===== config.mk =====
export PLATFORM = sky130hd
export DESIGN_NAME = tick_pwm
export DESIGN_NICKNAME = d
export VERILOG_FILES = /design/src/rtl/tick_pwm_pkg.sv /design/src/rtl/tick_pwm_shadow.sv /design/src/rtl/tick_pwm_counter.sv /design/src/rtl/tick_pwm_level.sv /design/src/rtl/tick_pwm.sv
export SDC_FILE = /design/constraint.sdc
export NUM_CORES = 1
export LEC_CHECK = 0
export ABC_AREA = 1
export BUFFER_PORTS_ARGS = -buffer_cell sky130_fd_sc_hd__buf_2
export CORE_ASPECT_RATIO = 0.8
export CORE_UTILIZATION = 45
export DETAILED_ROUTE_END_ITERATION = 8
export PLACE_DENSITY_LB_ADDON = 0.3
export SYNTH_ARGS = -nofsm -noshare
export SYNTH_HDL_FRONTEND = slang
export SYNTH_SLANG_ARGS = --single-unit

===== constraint.sdc =====
create_clock -name clk -period 1.81 [get_ports clk]
set_input_delay 0.362 -clock clk [delete_from_list [all_inputs] [get_ports clk]]
set_output_delay 0.362 -clock clk [all_outputs]
set_load 0.01 [all_outputs]

===== src/rtl/tick_pwm_pkg.sv =====
package tick_pwm_pkg;

    parameter int unsigned PWM_W = 8;

    typedef logic [PWM_W-1:0] cnt_t;

    typedef struct packed {
        cnt_t duty;
        cnt_t span;
    } pwm_cfg_t;

    typedef enum logic [1:0] {
        ACT_CLEAR,
        ACT_HOLD,
        ACT_STEP,
        ACT_WRAP
    } cnt_act_e;

    function automatic cnt_act_e pick_act(input logic en, input logic tick,
                                          input logic at_end);
        if (!en)
            return ACT_CLEAR;
        else if (!tick)
            return ACT_HOLD;
        else if (at_end)
            return ACT_WRAP;
        else
            return ACT_STEP;
    endfunction

    function automatic logic level_f(input logic running, input cnt_t cnt,
                                     input cnt_t duty);
        return running && (cnt < duty);
    endfunction

endpackage


===== src/rtl/tick_pwm_shadow.sv =====
module tick_pwm_shadow
    import tick_pwm_pkg::*;
(
    input  logic     clk,
    input  logic     rst,
    input  logic     load,
    input  pwm_cfg_t cfg_in,
    output pwm_cfg_t cfg_q
);

    always_ff @(posedge clk) begin
        if (rst)
            cfg_q <= '0;
        else if (load)
            cfg_q <= cfg_in;
    end

    // values are held between loads
    a_r7_hold_between_wraps: assert property (@(posedge clk) disable iff (rst)
        !load |=> $stable(cfg_q));

    // a load captures the presented values
    a_r7_take_on_load: assert property (@(posedge clk) disable iff (rst)
        load |=> (cfg_q == $past(cfg_in)));

endmodule


===== src/rtl/tick_pwm_counter.sv =====
module tick_pwm_counter
    import tick_pwm_pkg::*;
(
    input  logic clk,
    input  logic rst,
    input  logic en,
    input  logic tick,
    input  cnt_t span,
    output cnt_t cnt,
    output logic running,
    output logic wrap
);

    localparam cnt_t STEP_ONE = cnt_t'(1);

    cnt_act_e act;

    always_comb begin
        act  = pick_act(en, tick, cnt == span);
        wrap = (act == ACT_WRAP);
    end

    always_ff @(posedge clk) begin
        if (rst) begin
            cnt     <= '0;
            running <= 1'b0;
        end else begin
            running <= en;
            unique case (act)
                ACT_CLEAR: cnt <= '0;
                ACT_HOLD:  cnt <= cnt;
                ACT_STEP:  cnt <= cnt + STEP_ONE;
                ACT_WRAP:  cnt <= '0;
                default:   cnt <= '0;
            endcase
        end
    end

    // count never leaves the active span
    a_r2_cnt_within_span: assert property (@(posedge clk) disable iff (rst)
        cnt <= span);

    // the end strobe returns the count to zero
    a_r2_wrap_to_zero: assert property (@(posedge clk) disable iff (rst)
        (en && tick && (cnt == span)) |=> (cnt == '0));

    // no strobe, no movement
    a_r3_hold_no_tick: assert property (@(posedge clk) disable iff (rst)
        (en && !tick) |=> $stable(cnt));

    // disabled means cleared and idle
    a_r8_clear_when_off: assert property (@(posedge clk) disable iff (rst)
        !en |=> ((cnt == '0) && !running));

endmodule


===== src/rtl/tick_pwm_level.sv =====
module tick_pwm_level
    import tick_pwm_pkg::*;
(
    input  logic     clk,
    input  logic     rst,
    input  logic     running,
    input  cnt_t     cnt,
    input  pwm_cfg_t cfg,
    output logic     pwm_o
);

    always_comb pwm_o = level_f(running, cnt, cfg.duty);

    // idle output is low
    a_r8_low_when_idle: assert property (@(posedge clk) disable iff (rst)
        !running |-> !pwm_o);

    // duty above span keeps the output high
    a_r5_full_duty: assert property (@(posedge clk) disable iff (rst)
        (running && (cfg.duty > cfg.span)) |-> pwm_o);

    // zero duty keeps the output low
    a_r6_zero_duty: assert property (@(posedge clk) disable iff (rst)
        (cfg.duty == '0) |-> !pwm_o);

endmodule


===== src/rtl/tick_pwm.sv =====
module tick_pwm
    import tick_pwm_pkg::*;
(
    input  logic             clk,
    input  logic             rst,
    input  logic             en,
    input  logic             tick,
    input  logic [PWM_W-1:0] duty_i,
    input  logic [PWM_W-1:0] span_i,
    output logic             pwm_o
);

    pwm_cfg_t cfg_in;
    pwm_cfg_t cfg_q;
    cnt_t     cnt;
    logic     running;
    logic     wrap;
    logic     load;

    always_comb begin
        cfg_in.duty = duty_i;
        cfg_in.span = span_i;
        load        = !en || wrap;
    end

    tick_pwm_shadow u_shadow (
        .clk    (clk),
        .rst    (rst),
        .load   (load),
        .cfg_in (cfg_in),
        .cfg_q  (cfg_q)
    );

    tick_pwm_counter u_counter (
        .clk     (clk),
        .rst     (rst),
        .en      (en),
        .tick    (tick),
        .span    (cfg_q.span),
        .cnt     (cnt),
        .running (running),
        .wrap    (wrap)
    );

    tick_pwm_level u_level (
        .clk     (clk),
        .rst     (rst),
        .running (running),
        .cnt     (cnt),
        .cfg     (cfg_q),
        .pwm_o   (pwm_o)
    );

    // output low in the cycle after reset
    a_r1_reset_low: assert property (@(posedge clk)
        rst |=> !pwm_o);

endmodule


==> impl_metrics.py, run 1 <==
metrics = {
    "status": {
        "status": "completed",
    },
    "power_and_ir_drop": {
        "p_leak_nw": 0.796,
        "p_total_mw": 1.17,
        "irDropWorstVdd_mv": 0.450,
        "power_density_nw_per_um2": 685,
    },
    "clock_network": {
        "clk_pin_slew_ns": 0.09,
        "cts.sinks": 25,
        "cts_buffer_depth": 2,
        "cts_tree": "built",
        "cts_made_buffers": 3,
        "clock_latency_ns": 0.27,
        "htreeDepth": 1,
        "clockRootBuffer": "clkbuf_8",
        "hold_buffers": 0,
    },
    "sta": {
        "hold_violations": 0,
        "period_needed_ns": 1.78,
        "report.final.slew_viol_count": 0,
        "fin_skew_ns": 0.00375,
        "holdWs_ns": 0.318,
        "slew_headroom": 0.789,
        "rsz0062_at_grt": "true",
        "max_freq_ghz": 0.563,
        "setup_viol": 0,
        "worst_slack_ns": 0.0348,
        "worst_slew_pin_slew_ns": 0.316,
        "fin_crit_sh": 0.981,
    },
    "job": {
        "maxCapViolations": 0,
    },
    "hold_path": {
        "holdPathStages": 3,
        "holdCritPathClass": "in2reg",
        "min-delay-start": "duty_i[0]",
        "min_to": "u_shadow.cfg_q[8]",
    },
    "synth": {
        "synth_seq_area_share": 0.358,
        "ys_ff_latch": 25,
        "ys_types": 26,
        "synth.top_cell.area_share": 0.358,
        "avgSynthCellArea_um2": 7.56,
        "syn_nets": 214,
        "synth_area_leaders": "dfxtp_1 (36%), nand2_1 (9.9%), a21oi_2 (8.1%)",
        "yosysWarnings": 0,
        "syn_inst": 185,
        "synth_top_cell_by_area": "dfxtp_1",
        "syn_area_um2": 1400,
    },
    "setup_path": {
        "arrival_ns": 1.41,
        "worstReg2RegEnd": "u_counter.cnt[6]",
        "r2r_start": "u_counter.cnt[7]",
        "crit_fanout": 2,
        "start_kind": "flop",
        "rrSetupSlack_ns": 0.13,
        "critPathKind": "reg2out",
        "cp-end-kind": "output port",
        "crit_required_ns": 1.45,
        "reg2regPathDepth": 13,
    },
    "detailed_routing": {
        "wire_per_inst_um": 10.8,
        "route.detailed.drc": 0,
        "avgViaCountPerCell": 4.71,
        "drt_pass1_iterations": 4,
        "route.vias.total": 1182,
        "ant_nets": 0,
        "totalWireLength_um": 2710,
        "drt-initial-drc-count": 35,
    },
    "final_layout": {
        "syn_to_final_growth_pct": 22.5,
        "finish.instance_area_um2": 1710,
        "mostFrequentLayoutCell": "nand2_1",
        "diodes": 0,
        "final_nets": 243,
        "most-common-layout-cells": "nand2_1 (36), inv_1 (24), nor2_1 (22)",
        "drive_gt1_frac": 0.390,
        "fillCellCount": 269,
    },
    "global_route": {
        "grtUsageTotal": 0.188,
        "grt_max_degree": 23,
        "grt_remaining_overflow": 0,
        "grt_pass1_wl_um": 4660,
        "antenna_found_initial": 0,
        "grt_pass1_vias": 1009,
    },
    "die": {
        "core_um2": 2850,
        "num_io_pins": 21,
        "die_area_um2": 3340,
        "die_h_um": 51.9,
        "start_util": 0.491,
        "num_rows": 17,
        "fp.dieW_um": 64.3,
    },
    "placed_design": {
        "placed_cell_area_um2": 1560,
        "post-place-ws_ns": 0.114,
        "port_buffers": 20,
        "gp_congestion": 0.819,
        "dpl.hpwl_um": 1930,
    },
}
==> final cells by class <==
class / count / area (µm²) / area share
Clock buffer: 3 / 41.3 / 0.0241
Clock inverter: 1 / 5.00 / 0.00292
Inverter: 32 / 123 / 0.0716
Multi-Input combinational cell: 124 / 805 / 0.470
Sequential cell: 25 / 519 / 0.303
Tap cell: 38 / 47.5 / 0.0278
Timing Repair Buffer: 28 / 173 / 0.101
==> through the flow <==
stage | std cells | utilization | TNS [ns]
finish | 251 | 0.601 | 0
global route | 251 | 0.601 | -0.0743
floorplan | 185 | - | 0
CTS | 250 | 0.579 | 0
global placement | 245 | 0.547 | 0
detailed placement | 245 | 0.547 | 0
==> layer usage <==
| metal | wire length, µm | share of wire | global-route usage | up-vias |
|---|---|---|---|---|
| li1 | - | - | - | 640 |
| met1 | 1440 | 0.53 | 0.254 | 522 |
| met2 | 1150 | 0.43 | 0.291 | 18 |
| met3 | 92 | 0.034 | 0.0526 | 2 |
| met4 | 25 | 0.0092 | 0.0556 | 0 |
| met5 | 0 | 0 | 0 | - |
==> cell usage after synthesis <==
master	number
a211oi_2	1
a21oi_1	4
a21oi_2	13
a21oi_4	1
buf_12	1
buf_6	2
clkbuf_1	1
dfxtp_1	25
ha_1	9
inv_1	28
inv_2	4
nand2_1	37
nand2_2	1
nand2_4	1
nand3_1	7
nand3b_4	1
nor2_1	23
nor2_4	1
nor3_1	1
nor3_2	1
o21ai_0	5
o21ai_1	13
o21ai_2	1
o21bai_1	1
xnor2_1	2
xor2_1	1
==> cells by family after synthesis <==
kind of cell / after synthesis / share of synthesized area
and+or+nand+nor: 73 / 0.232
AOI/OAI and AO/OA: 39 / 0.192
buffers and inverters: 36 / 0.119
DFF: 25 / 0.358
adders and majority gates: 9 / 0.0805
xor gates and xnor gates: 3 / 0.0188
==> flip-flops by register name, summed over array words and instances (netlist names) <==
signal and count:
u_counter.cnt 8, u_counter.running 1, u_shadow.cfg_q 16
==> where the power goes <==
group          internal (mW)  switching [mW]
combinational          0.104           0.139
clock                  0.154           0.179
sequential             0.580          0.0175
==> critical path, cell delays in order (launching register included) <==
cell,delay [ns]
dfxtp_2,0.35
inv_4,0.04
ha_4,0.25
nand2_2,0.05
buf_4,0.13
nor2_2,0.12
a21oi_2,0.06
buf_2,0.13
==> repair_timing <==
action / 4_1_cts / 5_1_grt
setup buffers: 2 / 1
resized for setup: 11 / 22
pin swaps: 6 / 5
gates cloned: 0 / 0
endpoints found under the setup margin: 1 / 16
==> how the worst max path moves through the flow <==
stage / startpoint / slack (ns) / endpoint / cells after the start
floorplan: u_counter.cnt[0] / 0.25 / u_counter.cnt[6] / 13
global placement: en / 0.13 / u_counter.cnt[3] / 9
detailed placement: u_counter.cnt[1] / 0.11 / u_shadow.cfg_q[5] / 11
CTS: u_shadow.cfg_q[11] / 0.008 / pwm_o / 6
global route: u_shadow.cfg_q[11] / -0.06 / pwm_o / 6
finish: u_shadow.cfg_q[14] / 0.03 / pwm_o / 7
(Power assumes the default switching activity.)
==> run 2, diff against run 1 <==
--- a/config.mk
+++ b/config.mk
@@ -5,7 +5,6 @@
 export SDC_FILE = /design/constraint.sdc
 export NUM_CORES = 1
 export LEC_CHECK = 0
-export ABC_AREA = 1
 export BUFFER_PORTS_ARGS = -buffer_cell sky130_fd_sc_hd__buf_2
 export CORE_ASPECT_RATIO = 0.8
 export CORE_UTILIZATION = 45
==> run 2 against run 1 <==
Against the previous run:
- the run now ends with setup timing left
- area after synthesis down 11%
- non-clock buffer count up 8
- die area down 11%
- combinational power up 5%
- sequential power about the same
- final cell count down 12%
- clock skew down 0.0018 ns
- flip-flop and latch count unchanged
- setup slack worse by 0.24 ns
- highest routed layer unchanged
==> impl_metrics.py, run 2 <==
metrics = {
    "job": {
        "maxCapViolations": 0,
    },
    "global_route": {
        "grt_pass1_wl_um": 4950,
        "antenna_found_initial": 0,
        "grt_max_degree": 19,
        "grt_remaining_overflow": 0,
        "grt_pass1_vias": 1060,
        "grtUsageTotal": 0.229,
    },
    "die": {
        "die_h_um": 49.1,
        "num_rows": 16,
        "num_io_pins": 21,
        "core_um2": 2540,
        "start_util": 0.490,
        "fp.dieW_um": 60.8,
        "die_area_um2": 2990,
    },
    "setup_path": {
        "r2r_start": "u_counter.cnt[4]",
        "reg2regPathDepth": 10,
        "critPathKind": "reg2out",
        "start_kind": "flop",
        "cpPeakStageDelay_ns": 0.39,
        "cp-end-kind": "output port",
        "crit_chain": "ha_4 -> a211oi_2 -> o21ai_2 -> a221oi_2 -> buf_2",
        "worstReg2RegEnd": "u_shadow.cfg_q[7]",
        "crit_start": "u_counter.cnt[3]",
        "rrSetupSlack_ns": -0.08,
        "arrival_ns": 1.65,
        "crit_fanout": 3,
        "crit_required_ns": 1.45,
        "crit_path_end": "pwm_o",
        "critPathSlowestCell": "dfxtp_4",
    },
    "synth": {
        "syn_inst": 150,
        "ys_types": 29,
        "avgSynthCellArea_um2": 8.31,
        "syn_area_um2": 1250,
        "syn_nets": 179,
        "synth_top_cell_by_area": "dfxtp_1",
        "synth_area_leaders": "dfxtp_1 (40%), nand2_1 (11%), ha_1 (9.0%)",
        "async_flop_share": 0,
        "ys_ff_latch": 25,
        "synth.top_cell.area_share": 0.402,
        "synth-edff-count": 0,
        "synth.most_common_cell": "nand2_1",
        "synth_seq_area_share": 0.402,
        "yosysWarnings": 0,
        "synth-main-ff-cell": "dfxtp_1",
        "synth_commonest_cells": "nand2_1 (37), dfxtp_1 (25), a21oi_1 (19)",
    },
    "final_layout": {
        "most-common-layout-cells": "nand2_1 (24), buf_2 (20), dfxtp_1 (16)",
        "syn_to_final_growth_pct": 45.6,
        "final_nets": 215,
        "top_register": "u_shadow.cfg_q",
        "multiInputGateArea_um2": 940,
        "fillCellCount": 194,
        "stdcell_count": 221,
        "fin_util": 0.714,
        "drive_gt1_frac": 0.530,
        "mostFrequentLayoutCell": "nand2_1",
        "largest_reg_flops": 16,
        "diodes": 0,
        "register_area_um2": 517,
        "top_regs": "u_shadow.cfg_q x16, u_counter.cnt x8, u_counter.running x1",
    },
    "clock_network": {
        "hold_buffers": 0,
        "clk_pin_slew_ns": 0.13,
        "cts_buffer_depth": 2,
        "clock_latency_ns": 0.32,
        "cts_made_buffers": 3,
        "clockRootBuffer": "clkbuf_4",
        "cts.sinks": 25,
        "cts_tree": "built",
        "htreeDepth": 1,
    },
    "placed_design": {
        "dpl.hpwl_um": 2000,
        "post-place-cells": 208,
        "port_buffers": 20,
        "gp_congestion": 0.800,
    },
    "sta": {
        "period_needed_ns": 2.01,
        "worst_slack_ns": -0.201,
        "fin_crit_sh": 1.11,
        "hold_violations": 0,
        "max_freq_ghz": 0.497,
        "setup_viol": 12,
        "fin_skew_ns": 0.00193,
        "setup_tns_ns": -0.618,
        "rsz0062_at_grt": "true",
        "slew_headroom": 0.682,
        "report.final.slew_viol_count": 0,
        "worst_slew_pin_slew_ns": 0.477,
    },
    "power_and_ir_drop": {
        "irDropWorstVdd_mv": 0.426,
        "power_density_nw_per_um2": 608,
        "p_leak_nw": 0.704,
    },
    "status": {
        "violations": "setup timing",
        "status": "finished with violations",
    },
    "detailed_routing": {
        "ant_nets": 0,
        "wire_per_inst_um": 16.8,
        "route.vias.total": 1201,
        "drt_pass1_iterations": 4,
        "route.detailed.drc": 0,
        "totalWireLength_um": 3720,
        "avgViaCountPerCell": 5.43,
        "drt-initial-drc-count": 41,
    },
    "hold_path": {
        "holdCritPathClass": "in2reg",
    },
}
## run 2: cell types whose count changed in the layout (fill, tap and decap cells not counted), sizes merged, moves of 4 or more
| cell | delta |
|---|---|
| buf | +7 |
| xnor2 | +9 |
| inv | -25 |
| nand4 | +5 |
| nand3 | -6 |
| nor2 | -18 |
| nand2b | +4 |
| o21ai | -16 |
## run 2: area by class of cell
type,instances,area share
timing repair buffer,36,0.143
inverter,7,0.0145
tap,36,0.0248
clock buffer,4,0.0145
multi-input combinational,113,0.518
sequential,25,0.285
## run 2: worst min-delay path by stage
| stage | start | end | slack (ns) | cells after the start |
|---|---|---|---|---|
| finish | duty_i[7] | u_shadow.cfg_q[15] | 0.26 | 3 |
| detailed placement | u_shadow.cfg_q[12] | u_shadow.cfg_q[12] | 0.45 | 2 |
| CTS | duty_i[7] | u_shadow.cfg_q[15] | 0.26 | 3 |
| floorplan | u_shadow.cfg_q[10] | u_shadow.cfg_q[10] | 0.43 | 2 |
| global route | span_i[6] | u_shadow.cfg_q[6] | 0.25 | 3 |
| global placement | u_shadow.cfg_q[9] | u_shadow.cfg_q[9] | 0.44 | 2 |
## run 2: per-layer routing
layer  track usage  up-vias  wire (µm)
met4        0.0682        0        128
met5             0        -          0
met3        0.0557       18        197
met2         0.346       57       1840
li1              -      571          -
met1         0.319      555       1550
## run 2: power breakdown
| part | switching, mW | internal (mW) |
|---|---|---|
| sequential | 0.0232 | 0.575 |
| clock | 0.164 | 0.0864 |
| combinational | 0.133 | 0.122 |
| total | 0.320 | 0.784 |
## run 2: what timing repair did
| action | 4_1_cts | 5_1_grt |
|---|---|---|
| endpoints found under the hold margin | 0 | 0 |
| gates cloned | 1 | 1 |
| pin swaps | 8 | 24 |
| gates resized for setup | 31 | 41 |
| endpoints found under the setup margin | 17 | 25 |
| setup buffers | 4 | 3 |
## run 2: kinds of logic (layout without fill, tap and decap cells)
kind of cell,Yosys count,after routing,share of synthesized area
buffers and inverters,13,47,0.0472
flip-flops,25,25,0.402
AND/OR/NAND/NOR,62,63,0.237
adder cells (fa/ha/maj),9,9,0.0904
XOR/XNOR,14,14,0.0984
AO/OA/AOI/OAI,27,27,0.126
## run 2: critical path, delay by kind of cell (launching register included)
kind                     cells  cell delay (ns)
adder cells (fa/ha/maj)      1             0.24
buffers and inverters        1             0.17
flip-flops                   1             0.39
AO/OA/AOI/OAI                3             0.53
## run 2: stage by stage
stage          hold slack [ns]  setup slack, ns  total power [mW]  cell area [µm²]
2_1_floorplan            0.432           0.0414             0.710             1250
3_3_place_gp             0.442          -0.0118             0.759             1420
3_5_place_dp             0.450           -0.125             0.766             1420
4_1_cts                  0.256           -0.205              1.04             1620
5_1_grt                  0.248           -0.303              1.16             1810
6_report                 0.258           -0.201              1.10             1810
==> run 3, diff against run 2 <==
--- a/config.mk
+++ b/config.mk
@@ -10,6 +10,7 @@
 export CORE_UTILIZATION = 45
 export DETAILED_ROUTE_END_ITERATION = 8
 export PLACE_DENSITY_LB_ADDON = 0.3
+export REMOVE_ABC_BUFFERS = 1
 export SYNTH_ARGS = -nofsm -noshare
 export SYNTH_HDL_FRONTEND = slang
 export SYNTH_SLANG_ARGS = --single-unit
==> run 3 against run 2 <==
Against the previous run:
- the flow still finishes with violations (setup timing)
- fmax down 0.24%
- worst hold slack worse by 0.0099 ns
- die area unchanged
- routed wire length down 15%
- critical path depth unchanged
- sequential power down 0.8%
- non-clock buffer count down 1
- clock-buffer cell count unchanged
- largest cell class unchanged
==> impl_metrics.py, run 3 (same netlist as run 2, synthesis figures left out) <==
metrics = {
    "hold_path": {
        "min-delay-start": "duty_i[3]",
        "holdCritPathClass": "in2reg",
    },
    "final_layout": {
        "drive_gt1_frac": 0.440,
        "stdcell_count": 220,
        "fin_util": 0.678,
        "largest_reg_flops": 16,
        "fillCellCount": 212,
        "top_regs": "u_shadow.cfg_q x16, u_counter.cnt x8, u_counter.running x1",
        "top_register": "u_shadow.cfg_q",
        "finish.instance_area_um2": 1720,
        "diodes": 0,
        "syn_to_final_growth_pct": 38.4,
        "final_nets": 214,
        "mostFrequentLayoutCell": "nand2_1",
        "most-common-layout-cells": "nand2_1 (31), buf_2 (20), dfxtp_1 (17)",
    },
    "sta": {
        "report.final.slew_viol_count": 0,
        "period_needed_ns": 2.02,
        "setup_tns_ns": -0.205,
        "rsz0062_at_grt": "true",
        "hold_violations": 0,
        "holdWs_ns": 0.248,
        "slew_headroom": 0.834,
        "setup_viol": 1,
        "fin_crit_sh": 1.11,
        "worst_slack_ns": -0.205,
        "max_freq_ghz": 0.496,
        "worst_slew_pin_slew_ns": 0.249,
        "fin_skew_ns": 0.0109,
    },
    "clock_network": {
        "clock_latency_ns": 0.33,
        "cts_buffer_depth": 2,
        "cts.sinks": 25,
        "htreeDepth": 1,
        "cts_tree": "built",
        "clk_pin_slew_ns": 0.14,
        "cts_made_buffers": 3,
        "clockRootBuffer": "clkbuf_4",
        "hold_buffers": 0,
    },
    "power_and_ir_drop": {
        "p_int_mw": 0.772,
        "p_total_mw": 1.08,
        "irDropWorstVdd_mv": 0.427,
        "p_sw_mw": 0.304,
        "power_density_nw_per_um2": 624,
        "p_leak_nw": 0.686,
        "switching_share": 0.282,
        "p_clk_frac": 0.240,
        "seq_power_share": 0.551,
        "pwr-share-comb": 0.209,
    },
    "detailed_routing": {
        "ant_nets": 0,
        "wire_per_inst_um": 14.4,
        "avgViaCountPerCell": 5.15,
        "totalWireLength_um": 3170,
        "drt-initial-drc-count": 36,
        "route.vias.total": 1132,
        "drt_pass1_iterations": 7,
        "route.detailed.drc": 0,
    },
    "die": {
        "start_util": 0.490,
        "die_h_um": 49.1,
        "core_um2": 2540,
        "num_io_pins": 21,
        "die_area_um2": 2990,
        "num_rows": 16,
        "fp.dieW_um": 60.8,
    },
    "status": {
        "violations": "setup timing",
        "status": "finished with violations",
    },
    "placed_design": {
        "placed_cell_area_um2": 1450,
        "port_buffers": 20,
        "post-place-cells": 210,
        "dpl.hpwl_um": 2090,
        "post-place-ws_ns": -0.145,
        "gp_congestion": 0.869,
    },
    "setup_path": {
        "cp-end-kind": "output port",
        "start_kind": "flop",
        "r2r_start": "u_counter.cnt[4]",
        "crit_fanout": 2,
        "critPathKind": "reg2out",
        "crit_required_ns": 1.45,
        "arrival_ns": 1.65,
        "crit_start": "u_counter.cnt[3]",
        "crit_chain": "ha_4 -> a211oi_2 -> o21ai_2 -> a221oi_2 -> buf_2",
        "critPathSlowestCell": "dfxtp_4",
        "cpPeakStageDelay_ns": 0.39,
    },
    "job": {
        "maxCapViolations": 0,
    },
    "global_route": {
        "grt_pass1_vias": 1135,
        "grt_remaining_overflow": 0,
        "antenna_found_initial": 0,
        "grtUsageTotal": 0.241,
        "grt_max_degree": 14,
        "grt_pass1_wl_um": 5190,
    },
}
[run 3: changes by cell type in the layout (fill, tap and decap cells not counted), sizes merged]
cell	change
clkbuf	-1
[run 3: repair_timing]
item                       4_1_cts  5_1_grt
pin swaps                        7        8
setup endpoints to repair       17       25
setup buffers                    4        0
resized for setup               33       18
gates cloned                     2        0
[run 3: power groups by stage]
stage | clock network [mW] | registers (mW) | logic [mW]
4_1_cts | 0.261 | 0.593 | 0.204
3_3_place_gp | 0 | 0.605 | 0.157
2_1_floorplan | 0 | 0.604 | 0.0939
3_5_place_dp | 0 | 0.606 | 0.165
6_report | 0.259 | 0.593 | 0.225
5_1_grt | 0.294 | 0.597 | 0.244
[run 3: critical path: cells and delay by family, from the launching register on]
family	cells	cell delay, ns
compound gates	3	0.53
buf+inv	1	0.16
flops	1	0.39
fa+ha+maj	1	0.24
[run 3: path summary, 6_finish.rpt]
check                           cells past startpoint                  to  slack, ns
worst max-delay path                                5               pwm_o      -0.21
worst min-delay path                                3  u_shadow.cfg_q[11]       0.25
worst max register to register                     10  u_shadow.cfg_q[10]       0.03
worst min register to register                      2   u_shadow.cfg_q[8]       0.46
[run 3: layout make-up]
cell class	count	area (µm²)	area share
timing repair buffer	35	256	0.149
clock buffer	4	26.3	0.0152
inverter	7	26.3	0.0152
sequential	25	515	0.299
tap	36	45.0	0.0261
multi-input combinational	113	855	0.496
[run 3: metal layers]
metal	global-route usage	vias to the layer above	wire (µm)	share of wire
li1	-	567	-	-
met1	0.309	530	1460	0.46
met2	0.403	28	1580	0.50
met3	0.0477	7	77	0.024
met4	0.0720	0	54	0.017
met5	0	-	0	0
